<file path="src/rtl/monEntryPkg.sv">
package monEntryPkg;
  typedef enum logic [1:0] {
    S_OFF = 2'd0,
    S_KEY = 2'd1,
    S_BRK = 2'd2,
    S_RDY = 2'd3
  } monStateT;

  typedef struct packed {
    logic clrKey;  // hold key tracking cleared
    logic rxEn;    // receiver may listen to the wire
    logic brkEn;   // break timer runs, wire pulled low
  } monStrobeT;
endpackage

</file>
<file path="src/rtl/monDatapath.sv">
module monDatapath
  import monEntryPkg::*;
#(
  parameter int CLKS_PER_BIT = 16,
  parameter int KEY_LEN = 8,
  parameter int BRK_BITS = 10
) (
  input  logic                   clk,
  input  logic                   rstN,
  input  monStrobeT              st,
  input  logic                   lineIn,
  input  logic [KEY_LEN*8-1:0]   keyBytes,
  output logic                   keyDone,
  output logic                   keyMatch,
  output logic                   brkLast
);
  localparam int CNT_W   = $clog2(CLKS_PER_BIT) + 1;
  localparam int HALF    = CLKS_PER_BIT / 2;
  localparam int IDX_W   = (KEY_LEN > 1) ? $clog2(KEY_LEN) : 1;
  localparam int BRK_CYC = BRK_BITS * CLKS_PER_BIT;
  localparam int BRK_W   = $clog2(BRK_CYC + 1);

  logic             lineQ, lineQ2;
  logic             rxBusy, byteValid;
  logic [CNT_W-1:0] bitCnt;
  logic [3:0]       bitIdx;
  logic [7:0]       shiftReg;
  logic [IDX_W-1:0] keyIdx;
  logic             mismatch;
  logic [BRK_W-1:0] brkCnt;
  logic [7:0]       expByte;

  always_ff @(posedge clk) begin
    if (!rstN) begin
      lineQ  <= 1'b1;
      lineQ2 <= 1'b1;
    end else begin
      lineQ  <= lineIn;
      lineQ2 <= lineQ;
    end
  end

  // 8N1 receiver, LSB first, samples near mid-bit
  always_ff @(posedge clk) begin
    if (!rstN || !st.rxEn) begin
      rxBusy    <= 1'b0;
      byteValid <= 1'b0;
      bitCnt    <= '0;
      bitIdx    <= '0;
      shiftReg  <= '0;
    end else begin
      byteValid <= 1'b0;
      if (!rxBusy) begin
        if (lineQ2 && !lineQ) begin
          rxBusy <= 1'b1;
          bitCnt <= CNT_W'(HALF - 1);
          bitIdx <= '0;
        end
      end else if (bitCnt != '0) begin
        bitCnt <= bitCnt - 1'b1;
      end else begin
        bitCnt <= CNT_W'(CLKS_PER_BIT - 1);
        bitIdx <= bitIdx + 1'b1;
        if (bitIdx == 4'd0) begin
          if (lineQ) rxBusy <= 1'b0;          // false start
        end else if (bitIdx <= 4'd8) begin
          shiftReg <= {lineQ, shiftReg[7:1]};
        end else begin
          rxBusy    <= 1'b0;
          byteValid <= lineQ;                 // drop on framing error
        end
      end
    end
  end

  assign expByte = keyBytes[8*int'(keyIdx) +: 8];

  always_ff @(posedge clk) begin
    if (!rstN || st.clrKey) begin
      keyIdx   <= '0;
      mismatch <= 1'b0;
      keyDone  <= 1'b0;
    end else if (byteValid && !keyDone) begin
      if (shiftReg != expByte) mismatch <= 1'b1;
      if (keyIdx == IDX_W'(KEY_LEN - 1)) keyDone <= 1'b1;
      else keyIdx <= keyIdx + 1'b1;
    end
  end

  assign keyMatch = !mismatch;

  always_ff @(posedge clk) begin
    if (!rstN || !st.brkEn) brkCnt <= '0;
    else brkCnt <= brkCnt + 1'b1;
  end

  assign brkLast = st.brkEn && (brkCnt == BRK_W'(BRK_CYC - 1));
endmodule

</file>
<file path="src/rtl/monControl.sv">
module monControl
  import monEntryPkg::*;
(
  input  logic      clk,
  input  logic      rstN,
  input  logic      hvIrq,
  input  logic      hvRst,
  input  logic      strapOk,
  input  logic      swiReq,
  input  logic      keyDone,
  input  logic      keyMatch,
  input  logic      brkLast,
  output monStrobeT st,
  output logic      lineLow,
  output logic      monActive,
  output logic      ready,
  output logic      unlocked,
  output logic [7:0] vecPage,
  output logic      wdogOff,
  output logic      clkBypass
);
  monStateT state, stateNext;
  logic     firstCyc;
  logic     entryCond;

  assign entryCond = hvIrq && strapOk;

  always_comb begin
    stateNext = state;
    unique case (state)
      S_OFF: if (entryCond && (firstCyc || swiReq)) stateNext = S_KEY;
      S_KEY: if (keyDone) stateNext = S_BRK;
      S_BRK: if (brkLast) stateNext = S_RDY;
      S_RDY: stateNext = S_RDY;
      default: stateNext = S_OFF;
    endcase
  end

  always_ff @(posedge clk) begin
    if (!rstN) begin
      state    <= S_OFF;
      firstCyc <= 1'b1;
    end else begin
      state    <= stateNext;
      firstCyc <= 1'b0;
    end
  end

  always_comb begin
    st.clrKey = (state == S_OFF);
    st.rxEn   = (state == S_KEY);
    st.brkEn  = (state == S_BRK);
  end

  assign monActive = (state != S_OFF);
  assign lineLow   = (state == S_BRK);
  assign ready     = (state == S_RDY);
  assign unlocked  = monActive && keyDone && keyMatch;
  assign vecPage   = monActive ? 8'hFE : 8'hFF;
  assign wdogOff   = monActive && (hvIrq || hvRst);
  assign clkBypass = monActive && hvIrq;
endmodule

</file>
<file path="src/rtl/monEntry.sv">
module monEntry
  import monEntryPkg::*;
#(
  parameter int CLKS_PER_BIT = 16,
  parameter int BRK_BITS = 10
) (
  input  logic        clk,
  input  logic        rstN,
  input  logic        hvIrq,
  input  logic        hvRst,
  input  logic        strapOk,
  input  logic        swiReq,
  input  logic        lineIn,
  input  logic [63:0] keyBytes,
  output logic        lineLow,
  output logic        monActive,
  output logic        ready,
  output logic        unlocked,
  output logic [7:0]  vecPage,
  output logic        wdogOff,
  output logic        clkBypass
);
  localparam int KEY_LEN = 8;

  monStrobeT st;
  logic      keyDone, keyMatch, brkLast;

  monDatapath #(
    .CLKS_PER_BIT(CLKS_PER_BIT),
    .KEY_LEN(KEY_LEN),
    .BRK_BITS(BRK_BITS)
  ) u_dp (
    .clk(clk), .rstN(rstN), .st(st), .lineIn(lineIn), .keyBytes(keyBytes),
    .keyDone(keyDone), .keyMatch(keyMatch), .brkLast(brkLast)
  );

  monControl u_ctl (
    .clk(clk), .rstN(rstN), .hvIrq(hvIrq), .hvRst(hvRst), .strapOk(strapOk),
    .swiReq(swiReq), .keyDone(keyDone), .keyMatch(keyMatch), .brkLast(brkLast),
    .st(st), .lineLow(lineLow), .monActive(monActive), .ready(ready),
    .unlocked(unlocked), .vecPage(vecPage), .wdogOff(wdogOff),
    .clkBypass(clkBypass)
  );
endmodule

</file>
<file path="config.mk">
export PLATFORM = sky130hd
export DESIGN_NAME = monEntry
export DESIGN_NICKNAME = d
export VERILOG_FILES = /design/src/rtl/monEntryPkg.sv /design/src/rtl/monDatapath.sv /design/src/rtl/monControl.sv /design/src/rtl/monEntry.sv
export SDC_FILE = /design/constraint.sdc
export NUM_CORES = 1
export LEC_CHECK = 0
export BUFFER_PORTS_ARGS = -buffer_cell sky130_fd_sc_hd__buf_2
export CAP_MARGIN = 40
export CORE_MARGIN = 2
export CORE_UTILIZATION = 25
export CTS_CLUSTER_SIZE = 8
export DETAILED_ROUTE_END_ITERATION = 12
export PLACE_DENSITY = 0.52
export REMOVE_ABC_BUFFERS = 1
export SETUP_SLACK_MARGIN = 0.4
export SYNTH_ARGS = -nofsm -noshare
export SYNTH_HDL_FRONTEND = slang
export SYNTH_SLANG_ARGS = --single-unit
export TNS_END_PERCENT = 30
</file>
<file path="constraint.sdc">
create_clock -name clk -period 2.4 [get_ports clk]
set_input_delay 0.72 -clock clk [delete_from_list [all_inputs] [get_ports clk]]
set_output_delay 0.72 -clock clk [all_outputs]
set_load 0.02 [all_outputs]
</file>
==> run_results.csv <==
group,metric,value,unit
outcome,outcome,"finished, final reports clean",
cells_and_area,drive_gt1_frac,0.333,
cells_and_area,insertedDiodeCount,0,
cells_and_area,area_growth,29.6,%
sta,min_period,1910,ps
synthesis,yosysTopAreaCell,"dfxtp_1",
clock_network,cts_htree_levels,2,
pwr,power,1190,uW
synthesis,synth_compound_area_frac,0.0810,
cells_and_area,final_core_util,0.328,
synthesis,ys.flop_type,"dfxtp_1",
floorplanning,rows,34,
synthesis,synth_warnings,0,
global_route,busiest_layer,"met2",
floorplanning,die-area,0.00947,sq mm
floorplanning,dieHeight,97.3,microns
clock_network,clk_latency,280,ps
place,place_ws,235,ps
sta,period_share,0.795,
global_route,grt_overflow,0,
routing,num_vias,1916,
global_route,antenna_found_initial,0,
synthesis,synth_edf_count,0,
synthesis,synthMuxAreaShare,0.221,
place,dpl.hpwl,3.78,mm
setup_path,start_kind,"flop",
routing,drt_wl_total,4.75,mm
synthesis,async_reset_ff_frac,0,
synthesis,synth_adder_area_share,0.0345,
setup_path,end_kind,"primary output",
clock_network,clock_path_buffers,2,
setup_path,crit_family,"flip-flops",
global_route,grt_pass1_vias,1763,
place,portBuffers,77,
min_path,hold_class,"flop to flop",
synthesis,synth-simple-area-share,0.205,
synthesis,synth_top_family_by_area,"multiplexers",
min_path,holdPathStages,2,
floorplanning,core-area,0.00859,sq mm
global_route,grt_util_met1,0.126,
pwr,leakage,0.00119,uW
synthesis,ys_ff_latch,37,
routing,wire_per_inst,11.2,microns
setup_path,crit_type,"flop to primary output",
cells_and_area,finalNonFillerCells,426,
clock_network,cts_tree,"done",
sta,holdWs,453,ps
setup_path,arrival,1190,ps
synthesis,syn_area_per_cell,9.22,sq um
global_route,grt_max_degree,27,
global_route,gr-usage-all-layers,0.0965,
pwr,irDropWorstVdd,199,uV
floorplanning,die_w,97.3,microns
routing,firstDrtPassIters,4,
synthesis,synth_top_area_frac,0.340,
routing,vias_per_cell,4.50,
routing,drtAntennaViolNets,0,
synthesis,seq_area_frac_synth,0.340,
place,place_inst,416,
sta,setup_viol,0,
routing,drc,0,
setup_path,slowest_stage,"dfxtp_2",
clock_network,cts-root-buf,"clkbuf_8",
sta,drv_slew,0,
clock_network,clk_pin_slew,70,ps
setup_path,crit_path_max_fanout,8,
clock_network,cts.sinks,37,
global_route,met2_usage,0.158,
setup_path,path_cells,"nor2_2 -> inv_1 -> and3_1 -> buf_2",
pwr,pwr_density_cell,421,mW/mm^2
cells_and_area,nNetsFinal,395,
setup_path,cpPeakStageDelay,360,ps
setup_path,crit_required,1680,ps
clock_network,cts_buffers,5,
setup_path,cp_num_buf_inv,2,
sta,worst_pin_slew,523,ps
cells_and_area,layout_common_cells,"buf_2, dfxtp_1, nor2_1",
synthesis,yosys-top-cells-area,"dfxtp_1, mux2i_1, mux4_2, nor2_1, xor2_1",
synthesis,ys_types,40,
setup_path,cp.depth,4,
run,cap_violations,0,
routing,drt_iter0_markers,50,
place,place_congestion,0.734,
sta,rsz0062_at_grt,"true",
global_route,grt_pass1_wl,7.75,mm
synthesis,synthCells,236,
floorplanning,ios,85,
sta,fmax,0.524,GHz
sta,finClkSkew,4.33,ps
synthesis,synth.cell_area,0.00218,sq mm
sta,relSlewSlack,0.651,
sta,final-hold-violation-count,0,
global_route,grt_util_met3,0.0230,
setup_path,r2r_cells,7,
floorplanning,start_util,0.253,
cells_and_area,layout_commonest_cell,"buf_2",
synthesis,synthXorXnorAreaFrac,0.0563,
sta,worst_slack,491,ps
state kept, by name, summed over array words and instances, names as in the netlist:
register / cells
u_dp.byteValid: 1
u_ctl.state: 2
u_dp.bitIdx: 4
u_dp.keyIdx: 3
u_ctl.firstCyc: 1
u_dp.lineQ: 1
u_dp.bitCnt: 5
u_dp.keyDone: 1
u_dp.brkCnt: 8
u_dp.mismatch: 1
u_dp.shiftReg: 8
u_dp.lineQ2: 1
u_dp.rxBusy: 1
repair_timing:
action | in CTS | in global routing
resized for setup | 1 | 6
endpoints found under the setup margin | 1 | 13
hold buffers | 0 | 0
buffers inserted | 1 | 0
gates cloned | 0 | 2
pin swaps | 1 | 0
worst reg2reg max path, delay by kind of cell (launching register included):
kind                      cells  cell delay, ps
xor gates and xnor gates      1             170
and+or+nand+nor               2             270
DFF                           1             400
AOI/OAI and AO/OA             1             110
muxes                         2             670
buffers and inverters         1             140
routing by layer:
layer / vias to the layer above / share of wire
met5: - / 0
met4: 0 / 0.0082
met3: 4 / 0.075
met2: 80 / 0.48
met1: 844 / 0.44
li1: 988 / -
worst paths after layout:
path / from / slack [ps] / endpoint
max: u_ctl.state[1] / 490 / unlocked
min reg2reg: u_dp.bitCnt[4] / 450 / u_dp.bitCnt[4]
max reg2reg: u_dp.keyIdx[0] / 520 / u_dp.mismatch
min: u_dp.bitCnt[4] / 450 / u_dp.bitCnt[4]
power by group:
group          total [uW]  leakage (uW)  switching (uW)  internal (uW)
clock                 429     0.0000443             201            228
combinational         139      0.000846            63.6           74.9
sequential            621      0.000301            3.70            617
total                1190       0.00119             269            920
area by class of cell:
type,instances,area [sq um]
Multi-Input combinational cell,182,1340
Timing Repair Buffer,84,485
Sequential cell,37,747
Tap cell,108,135
Inverter,8,30.0
Fill cell,913,5770
Clock buffer,7,86.3
kinds of logic (layout without fill, tap and decap cells):
kind of cell	count (synthesis)	after routing
compound gates	28	28
fa+ha+maj	6	6
mux	37	37
buf+inv	23	99
simple gates	90	90
other cells	1	7
xor+xnor	14	14
flops	37	37
synth_stat cells (3+ instances only):
cell type / instances
ha_1: 6
nor2b_1: 7
inv_1: 8
or3_1: 3
and3_1: 4
xnor2_1: 3
nor2_1: 30
mux4_2: 8
nor3_1: 7
o21ai_0: 3
clkbuf_1: 5
nand4_1: 3
dfxtp_1: 37
nand3_1: 9
buf_4: 8
a21oi_1: 9
nand2b_1: 4
o22ai_1: 6
nand2_1: 13
xor2_1: 11
mux2_1: 7
mux2i_1: 21
stage by stage:
| step | cell area [sq um] | TNS [ps] |
|---|---|---|
| final | 2820 | 0 |
| after CTS | 2760 | 0 |
| after global placement | 2660 | 0 |
| after detailed placement | 2660 | 0 |
| after floorplan | 2100 | -22.1 |
| after global routing | 2820 | 0 |
Power figures use the tool's default switching activity.
